### config.mk
export PLATFORM = sky130hd
export DESIGN_NAME = sec_mode_ctrl
export DESIGN_NICKNAME = d
export VERILOG_FILES = /design/src/rtl/sec_mode_pkg.sv /design/src/rtl/sec_pc_window.sv /design/src/rtl/sec_mode_fsm.sv /design/src/rtl/sec_switch_map.sv /design/src/rtl/sec_mode_ctrl.sv
export SDC_FILE = /design/constraint.sdc
export NUM_CORES = 1
export LEC_CHECK = 0
export ABC_AREA = 1
export BUFFER_PORTS_ARGS = -buffer_cell sky130_fd_sc_hd__buf_2
export CORE_MARGIN = 3
export CORE_UTILIZATION = 48
export DETAILED_ROUTE_END_ITERATION = 12
export HOLD_SLACK_MARGIN = 0.05
export PLACE_DENSITY = 0.88
export SYNTH_ARGS = -nofsm -noshare
export SYNTH_HDL_FRONTEND = slang
export SYNTH_HIERARCHICAL = 1
export SYNTH_SLANG_ARGS = --single-unit
### constraint.sdc
create_clock -name clk_i -period 2 [get_ports clk_i]
set_input_delay 0.2 -clock clk_i [delete_from_list [all_inputs] [get_ports clk_i]]
set_output_delay 0.2 -clock clk_i [all_outputs]
set_load 0.1 [all_outputs]
### src/rtl/sec_mode_pkg.sv
package sec_mode_pkg;
  typedef enum logic [1:0] {
    MODE_OPEN   = 2'd0,
    MODE_AUTH   = 2'd1,
    MODE_SECURE = 2'd2
  } sec_mode_e;
endpackage

### src/rtl/sec_pc_window.sv
module sec_pc_window #(
  parameter int PC_W = 32
) (
  input  logic [PC_W-1:0] pc_i,
  input  logic [PC_W-1:0] lo_i,
  input  logic [PC_W-1:0] hi_i,
  output logic            in_win_o
);
  always_comb in_win_o = (pc_i >= lo_i) && (pc_i < hi_i);
endmodule

### src/rtl/sec_mode_fsm.sv
module sec_mode_fsm
  import sec_mode_pkg::*;
(
  input  logic      clk_i,
  input  logic      rst_ni,
  input  logic      entry_req_i,
  input  logic      exit_req_i,
  input  logic      in_win_i,
  input  logic      irq_taken_i,
  input  logic      irq_en_i,
  input  logic      auth_pass_i,
  input  logic      auth_fail_i,
  output sec_mode_e mode_o,
  output logic      abort_o
);
  sec_mode_e mode_q, mode_d;
  logic      abort_q, abort_d;
  logic      irq_hit;

  always_comb irq_hit = irq_taken_i & irq_en_i;

  // priority in auth: abort > fail > pass
  always_comb begin
    mode_d  = mode_q;
    abort_d = 1'b0;
    unique case (mode_q)
      MODE_OPEN:   if (entry_req_i) mode_d = MODE_AUTH;
      MODE_AUTH: begin
        if (!in_win_i || irq_hit) begin
          mode_d  = MODE_OPEN;
          abort_d = 1'b1;
        end else if (auth_fail_i) begin
          mode_d = MODE_OPEN;
        end else if (auth_pass_i) begin
          mode_d = MODE_SECURE;
        end
      end
      MODE_SECURE: if (exit_req_i) mode_d = MODE_OPEN;
      default:     mode_d = MODE_OPEN;
    endcase
  end

  always_ff @(posedge clk_i or negedge rst_ni) begin
    if (!rst_ni) begin
      mode_q  <= MODE_OPEN;
      abort_q <= 1'b0;
    end else begin
      mode_q  <= mode_d;
      abort_q <= abort_d;
    end
  end

  assign mode_o  = mode_q;
  assign abort_o = abort_q;
endmodule

### src/rtl/sec_switch_map.sv
module sec_switch_map
  import sec_mode_pkg::*;
(
  input  sec_mode_e mode_i,
  output logic      dbg_en_o,
  output logic      dma_en_o,
  output logic      bscan_en_o,
  output logic      key_access_o
);
  always_comb begin
    dbg_en_o     = (mode_i == MODE_OPEN);
    dma_en_o     = (mode_i == MODE_OPEN);
    bscan_en_o   = 1'b1;
    key_access_o = (mode_i == MODE_SECURE);
  end
endmodule

### src/rtl/sec_mode_ctrl.sv
module sec_mode_ctrl
  import sec_mode_pkg::*;
#(
  parameter int PC_W = 32
) (
  input  logic            clk_i,
  input  logic            rst_ni,
  input  logic            entry_req_i,
  input  logic            exit_req_i,
  input  logic [PC_W-1:0] pc_i,
  input  logic [PC_W-1:0] win_lo_i,
  input  logic [PC_W-1:0] win_hi_i,
  input  logic            irq_taken_i,
  input  logic            irq_en_i,
  input  logic            auth_pass_i,
  input  logic            auth_fail_i,
  output logic [1:0]      mode_o,
  output logic            dbg_en_o,
  output logic            dma_en_o,
  output logic            bscan_en_o,
  output logic            key_access_o,
  output logic            abort_pulse_o
);
  logic      in_win;
  sec_mode_e mode;

  sec_pc_window #(.PC_W(PC_W)) u_win (
    .pc_i    (pc_i),
    .lo_i    (win_lo_i),
    .hi_i    (win_hi_i),
    .in_win_o(in_win)
  );

  sec_mode_fsm u_fsm (
    .clk_i      (clk_i),
    .rst_ni     (rst_ni),
    .entry_req_i(entry_req_i),
    .exit_req_i (exit_req_i),
    .in_win_i   (in_win),
    .irq_taken_i(irq_taken_i),
    .irq_en_i   (irq_en_i),
    .auth_pass_i(auth_pass_i),
    .auth_fail_i(auth_fail_i),
    .mode_o     (mode),
    .abort_o    (abort_pulse_o)
  );

  sec_switch_map u_sw (
    .mode_i      (mode),
    .dbg_en_o    (dbg_en_o),
    .dma_en_o    (dma_en_o),
    .bscan_en_o  (bscan_en_o),
    .key_access_o(key_access_o)
  );

  assign mode_o = mode;
endmodule

After elaboration in Yosys (flattened, before gate mapping)
Cells that the tools add are included.

word-level totals
  register bits = 3

operators by class
  eq/ne operators = 5
  multiplexer cells = 8
  bitwise gates (word level) = 1
  order comparisons = 2
  reductions and logical operators = 5

operator list
  cell                  number
  $ge A32 B32 Y1        1
  $lt A32 B32 Y1        1
  $mux W2               5
  $pmux W2 S3           1
  $ne A2 B2 Y1 const B  2
  $ne A4 B3 Y1 const B  1
  $reduce_and A3 Y1     1
  $eq A2 B1 Y1 const B  1
  $eq A2 B2 Y1 const B  1
  $logic_not A2 Y1      1
  $mux W1               2
  $and A1 B1 Y1         1
  $logic_and A1 B1 Y1   1
  $logic_not A1 Y1      1
  $logic_or A1 B1 Y1    1

Logic depth before layout (Yosys ltp)
Gate-level depths: netlist (run 1).

  depth after elaboration = 6
  gate-level depth with buffers = 17
  mapped depth without buffers = 17

Cells and area by module
The synthesis (run 1) kept the hierarchy.

by module, submodules not included
  module          times used  cells an instance  seq. area each (um2)  area each (um2)
  sec_pc_window   1           268                0.0                   1639.1
  sec_mode_fsm    1           17                 75.1                  145.1
  sec_switch_map  1           6                  0.0                   32.5

Least setup slack after synthesis (run 1)
OpenSTA, ideal clock, no wires.

  path kind = flip-flop to output port
  from = register u_fsm.mode_q[1] (netlist: u_fsm/mode_o[1])
  to = output dma_en_o
  path slack = -0.920 ns
  required time = 1.800 ns
  cell stages (with the launch flop) = 3
  buffers on the path = 1
  data arrival time = 2.720 ns
  cell sequence = dfrtp_1 > nor2_1 > buf_4

on the way
  word-level cells in the longest chain between the ends = 1

ends and longest elaborated chain
  element                 RTL line             text
  start, declared         sec_mode_fsm.sv:16   sec_mode_e mode_q, mode_d;
  start signal, assigned  sec_mode_fsm.sv:48   mode_q <= mode_d;
  $logic_not A2 Y1        n/a
  end, declared           sec_mode_ctrl.sv:19  output logic dma_en_o,

Every way passes these cells.

Worst setup path after layout (run 1)
  from = input win_lo_i[31]
  to = register u_fsm.mode_q[1] (netlist: u_fsm/mode_o[1])

on the way
  word-level cells in the longest chain between the ends = 6
  elaborated cells between the ends (all ways) = 8
  those cells by class = 1 x order compare; 1 x eq/ne; 2 x mux; 4 x reduce/logical

ends and longest elaborated chain
  element                                                            RTL line             text
  start, declared                                                    sec_mode_ctrl.sv:11  input logic [PC_W-1:0] win_lo_i,
  $ge A32 B32 Y1 *                                                   sec_pc_window.sv:9   always_comb in_win_o = (pc_i >= lo_i) && (pc_i < hi_i);
  $logic_and A1 B1 Y1 *                                              sec_pc_window.sv:9
  net in_win                                                         sec_mode_ctrl.sv:24  logic in_win;
  $logic_not A1 Y1 *                                                 sec_mode_fsm.sv:29   if (!in_win_i || irq_hit) begin
  $logic_or A1 B1 Y1 *                                               sec_mode_fsm.sv:29
  $ne A4 B3 Y1 (no source line) or $mux W2 (tied branches)           n/a
  $reduce_and A3 Y1 (no source line) or $pmux W2 S3 (tied branches)  n/a

The timed path passes the listed nets; every way through them passes the cells marked *.
A chain may end at the register's enable or synchronous reset.

==> results by group, run 1 <==
Logic synthesis
  • Post-synth ARST share: 100%
  • Primary FF master, synth: dfrtp_1
  • Synth Area in XOR/XNOR: 0%
  • Top-count cell post-synth: inv_1
  • Syn_area_per_cell: 6.24 um^2
  • Count of cell types in the netlist: 21
  • Synth Cell Area: 0.00182 mm^2
  • Area contributors post-synth: ha_1 (43%), inv_1 (17%), nand2_1 (13%)
  • FF+latch count, synth: 3
  • Number of synthesized flops with an enable pin: 0
  • Syn nets: 458
  • Cell taking the most area after synthesis: ha_1
  • Synth Area in Simple Gates: 22.5%
  • Mux cell area share after synthesis: 0%
  • Most instantiated cells after synthesis: inv_1 (81), ha_1 (63), nand2_1 (63)
  • Yosys Warn Count: 6
  • Syn Inst Count: 291
  • Sequential fraction of the synthesis area: 4.13%
  • Yosys top cell area share: 43.4%
  • Adder-cell share of the synthesized area: 43.4%
  • Synth Area in Compound Gates: 12.3%
  • Largest family of logic cells by synthesized area: adder cells

Pwr
  • Design Power: 767 uW
  • Clock power frac: 23.2%
  • NetSw: 352 uW
  • Internal: 415 uW
  • Combinational share of power: 67.2%
  • Switching part of the total: 45.9%
  • Pwr dens: 310 mW/mm^2
  • Seq pwr share: 9.6%
  • Leakage: 1.71 nW
  • Peak supply drop: 0.195 mV

Critical path
  • Critical Path, Cell by Cell: buf_2, inv_1, ha_1, nand4_1, nor3_1, and3_1, a21oi_1, nor2_1, nand2_1, nor2_2, nand4_1, nand2_1
  • WS Path Type: primary input to flip-flop
  • Critical path arrival: 1.78 ns
  • CP required: 2.15 ns
  • Critical-path top delay cell: ha_1
  • Crit path max-delay family: simple AND/OR/NAND/NOR gates
  • Worst setup SP type: primary input
  • CP max stage delay: 0.31 ns
  • Crit path max fanout: 3
  • Crit end category: flip-flop
  • Buf/Inv on CP: 2

CTS
  • Root Driver: clkbuf_8
  • Clock transition at the registers of the reported paths: 0.03 ns
  • Post-CTS Setup Inserts: 0
  • Number of buffers created by CTS: 3
  • Htree depth: 1
  • Clock sinks: 3
  • CTS tree: done
  • Clock buffer depth: 2
  • Skew-Pair Late Insertion Delay: 0.22 ns

Layout
  • Ant. Diodes: 0
  • Cell area after layout: 0.00247 mm^2
  • Area of the multi-input gates: 0.00144 mm^2
  • # fillers: 320
  • Area delta synth->final: 36.1%
  • Register area: 75.1 um^2
  • Share of layout cells above drive strength 1: 29.0%
  • Final-stage net count: 571
  • Util after Layout: 70.7%

Drt
  • Avg WL per Cell: 10.5 um
  • Wirelength, routed: 4700 um
  • Via count: 2,099
  • Vias/cell: 4.67
  • ANT nets after route: 0
  • Drt pass-1 iters: 4
  • DRC violations left: 0
  • Detailed Route Iter0 Violations: 63

STA
  • Worst setup margin: 0.376 ns
  • RSZ-0062 raised after global routing: false
  • Pins Over Slew Limit: 0
  • Peak Freq: 616 MHz
  • TNS Setup: 0 ns
  • Final hold violations: 0
  • Worst clock skew: 0.000511 ns
  • Finish-stage setup viols: 0
  • Tmin final: 1.62 ns
  • Fin crit share: 81.2%

Place
  • Placed Area: 0.00242 mm^2
  • Pre-CTS WS: 0.183 ns
  • PortBufs: 109
  • Final Wtd Congestion: 0.793
  • Hpwl dp: 4210 um

Status
  • Outcome: completed

Global routing
  • First-pass GRT wire length: 7770 um
  • Antenna violations before repair: 0
  • Tot GR Track Use: 21.0%
  • Total gr overflow: 0
  • Largest net degree at the start of global routing: 7
  • Vias in the first global route: 2,040

Die
  • Die area: 0.00456 mm^2
  • Initial core utilization: 52.0%
  • Die height: 67.5 um
  • Cell row count: 21
  • I/O pins: 111
  • Die W: 67.5 um
  • Core Box Area: 0.00349 mm^2

Min path
  • Hold WC Path Type: primary input to flip-flop

Job
  • Max-Cap Viols: 0
## cell type report
class	count	share of cell area (%)
well taps	46	2.33
inverters	81	12.3
flip-flops and latches	3	3.04
clock buffers	4	1.82
repair buffers	110	22.5
multi-input cells	205	58.0
## stage by stage
step	hold slack, ns	std cells
final	0.242	449
after global routing	0.256	449
after CTS	0.235	449
after detailed placement	-0.00344	444
after global placement	-0.00463	444
after floorplan	-0.0956	291
## timing repair
action | 4_1_cts | 5_1_grt
hold buffers | 1 | 0
endpoints found under the hold margin | 3 | 0
gates resized for setup | 0 | 0
## final timing paths
path / start / end / slack (ns) / cells after the start
max in group asynchronous: rst_ni / u_fsm/mode_o[0] / 1.57 / 2
worst max register to register: u_fsm/mode_o[0] / u_fsm/mode_o[0] / 0.99 / 4
worst min-delay path: entry_req_i / u_fsm/mode_o[0] / 0.24 / 3
min in group asynchronous: rst_ni / u_fsm/mode_o[1] / 0.32 / 2
worst min register to register: u_fsm/mode_o[1] / u_fsm/mode_o[1] / 0.68 / 2
worst max-delay path: win_lo_i[31] / u_fsm/mode_o[1] / 0.38 / 12
## power by group through the flow
| stage | registers [mW] | logic [mW] | clock network (mW) |
|---|---|---|---|
| floorplan | 0.111 | 0.296 | 0 |
| global placement | 0.0736 | 0.492 | 0 |
| detailed placement | 0.0740 | 0.510 | 0 |
| CTS | 0.0733 | 0.516 | 0.179 |
| global route | 0.0740 | 0.594 | 0.186 |
| finish | 0.0736 | 0.516 | 0.178 |
## placed cells by master, fill, tap and decap left out
cell and count:
a21o_1 1, a21oi_1 31, and2_1 1, and3_1 1, and3_2 1, buf_2 109
clkbuf_1 1, clkbuf_8 3, conb_1 1, dfrtp_1 3, dlygate4sd3_1 1, ha_1 63
inv_1 81, nand2_1 63, nand3_1 5, nand4_1 3, nor2_1 16, nor2_2 1
nor2_4 2, nor3_1 3, nor3_2 1, nor4_1 1, o21a_1 1, o21ai_0 9
o21bai_1 1
## layer usage
metal  up-vias  GRT usage [%]  wire, um
li1       1144              -         -
met1       868           24.3      2010
met2        77           39.7      2280
met3        10           2.50       327
met4         0           5.82        80
met5         -              0         0
## flip-flops by register name (all words and copies together), names as in the netlist
register	cells
u_fsm/abort_o	1
u_fsm/mode_o	2
## cells by family (layout without fill, tap and decap cells)
| group | after synthesis | after routing |
|---|---|---|
| other | 1 | 1 |
| AOI/OAI and AO/OA | 43 | 43 |
| and+or+nand+nor | 98 | 98 |
| buffers and inverters | 83 | 195 |
| DFF | 3 | 3 |
| adders and majority gates | 63 | 63 |
## worst reg2reg max path, stage by stage, from the launching register on
cell and delay (ns):
dfrtp_1 0.51, inv_1 0.14, nor3_2 0.16, nand2_1 0.08
nand2_1 0.06
No activity file was read; power rests on OpenSTA's default activity.
==> run 2: changes to the inputs <==
- CORE_UTILIZATION: 48 -> 45
- PLACE_DENSITY: 0.88 -> 0.83
- clock period: 2 -> 1.65 ns (I/O delays scaled with it)
==> results by group, run 2 (synthesized netlist as in run 1, its figures left out) <==
Pwr
  • Seq pwr share: 9.8%
  • Internal: 508 uW
  • Peak supply drop: 0.157 mV
  • Leakage: 1.71 nW
  • Switching part of the total: 45.6%
  • Pwr dens: 375 mW/mm^2
  • Combinational share of power: 66.5%
  • Design Power: 934 uW
  • NetSw: 426 uW
  • Clock power frac: 23.8%

Place
  • PortBufs: 109
  • Placed cell count: 447
  • Hpwl dp: 4100 um
  • Final Wtd Congestion: 0.832

Layout
  • Non-Filler Instances: 452
  • Share of layout cells above drive strength 1: 29.7%
  • Util after Layout: 66.0%
  • # fillers: 347
  • Most common cell after layout, fill and taps aside: buf_2
  • Ant. Diodes: 0
  • Area delta synth->final: 37.1%
  • Final-stage net count: 572
  • Most frequent cells in the layout: buf_2 (109), inv_1 (81), nand2_1 (63), ha_1 (63), a21oi_1 (31)
  • Max reg flops: 2

CTS
  • Skew-Pair Late Insertion Delay: 0.22 ns
  • Htree depth: 1
  • Clock transition at the registers of the reported paths: 0.03 ns
  • CTS tree: done
  • Gates resized, CTS repair: 0
  • Clock sinks: 3
  • Number of buffers created by CTS: 3
  • Clock buffer depth: 2
  • Root Driver: clkbuf_8
  • Post-CTS Setup Inserts: 0

Global routing
  • Tot GR Track Use: 18.7%
  • Antenna violations before repair: 0
  • Largest net degree at the start of global routing: 7
  • Total gr overflow: 0
  • Vias in the first global route: 2,010
  • First-pass GRT wire length: 7720 um

Drt
  • Drt pass-1 iters: 4
  • Vias/cell: 4.64
  • ANT nets after route: 0
  • Post-Route M1 WL: 1880 um
  • Met3 WL: 323 um
  • Wirelength, routed: 4430 um
  • DRC violations left: 0
  • Detailed Route Iter0 Violations: 76
  • Via count: 2,098
  • WL met2: 2180 um
  • Topmost layer with routed signal wires: met4
  • Avg WL per Cell: 9.80 um

STA
  • Peak Freq: 680 MHz
  • Finish-stage setup viols: 0
  • TNS Setup: 0 ns
  • Fin crit share: 89.1%
  • RSZ-0062 raised after global routing: false
  • Tmin final: 1.47 ns
  • Worst clock skew: 0.000357 ns
  • Pins Over Slew Limit: 0
  • Final hold violations: 0

Die
  • Initial core utilization: 48.2%
  • Core Box Area: 0.00377 mm^2
  • Die height: 69.5 um
  • Die W: 69.5 um
  • I/O pins: 111
  • Cell row count: 22
  • Die area: 0.00484 mm^2

Job
  • Max-Cap Viols: 0

Critical path
  • Crit end category: flip-flop
  • Crit path max fanout: 2
  • WS Path Type: primary input to flip-flop
  • CP required: 1.80 ns
  • Worst setup SP type: primary input
  • Critical path arrival: 1.63 ns

Status
  • Outcome: completed

Min path
  • Hold WC Path Type: primary input to flip-flop
## run 2: changes by cell type in the layout (fill, tap and decap cells not counted), sizes merged
cell	change
buf	+1
## run 2: final cells by class
| cell class | instances | area (um^2) | area share [%] |
|---|---|---|---|
| Clock buffer | 4 | 45.0 | 1.81 |
| Sequential cell | 3 | 82.6 | 3.32 |
| Multi-Input combinational cell | 205 | 1440 | 57.6 |
| Tap cell | 48 | 60.1 | 2.41 |
| Inverter | 81 | 304 | 12.2 |
| Timing Repair Buffer | 111 | 563 | 22.6 |
## run 2: worst max-delay path: stages
cell and delay [ns]:
buf_2 0.12, ha_1 0.29, nand4_1 0.14, nor3_1 0.22
and3_1 0.21, a21oi_1 0.06, nor2_1 0.09, nand2_1 0.08
nor2_2 0.10, nand4_1 0.09, nand2_1 0.07
## run 2: layer usage
| layer | GRT usage (%) | up-vias |
|---|---|---|
| met1 | 21.9 | 880 |
| met4 | 6.51 | 0 |
| met3 | 2.61 | 4 |
| li1 | - | 1143 |
| met5 | 0 | - |
| met2 | 34.3 | 71 |
## run 2: stage by stage
step | hold slack [ns] | worst slack (ns) | area [um^2]
floorplan | -0.131 | 0.000685 | 1840
global placement | -0.0395 | -0.0284 | 2430
detailed placement | -0.0372 | -0.0486 | 2430
CTS | 0.194 | 0.170 | 2490
global route | 0.218 | 0.00324 | 2490
finish | 0.194 | 0.179 | 2490
## run 2: final timing paths
check	start	endpoint	slack (ns)	cells after the start
hold / removal	entry_req_i	u_fsm/mode_o[0]	0.19	3
hold reg to reg	u_fsm/mode_o[1]	u_fsm/mode_o[1]	0.63	2
setup reg to reg	u_fsm/mode_o[0]	u_fsm/mode_o[0]	0.74	4
min in group asynchronous	rst_ni	u_fsm/abort_o	0.27	2
max in group asynchronous	rst_ni	u_fsm/mode_o[1]	1.26	2
setup / recovery	pc_i[30]	u_fsm/mode_o[1]	0.18	11
## run 2: power by group through the flow
stage	clock, mW	combinational [mW]	sequential, mW
4_1_cts	0.221	0.628	0.0909
6_report	0.222	0.621	0.0912
3_5_place_dp	0	0.621	0.0919
3_3_place_gp	0	0.601	0.0916
5_1_grt	0.235	0.719	0.0926
2_1_floorplan	0	0.365	0.137
## run 2: timing repair
action,4_1_cts,5_1_grt
endpoints found under the setup margin,0,0
hold buffers,1,0
endpoints found under the hold margin,3,0
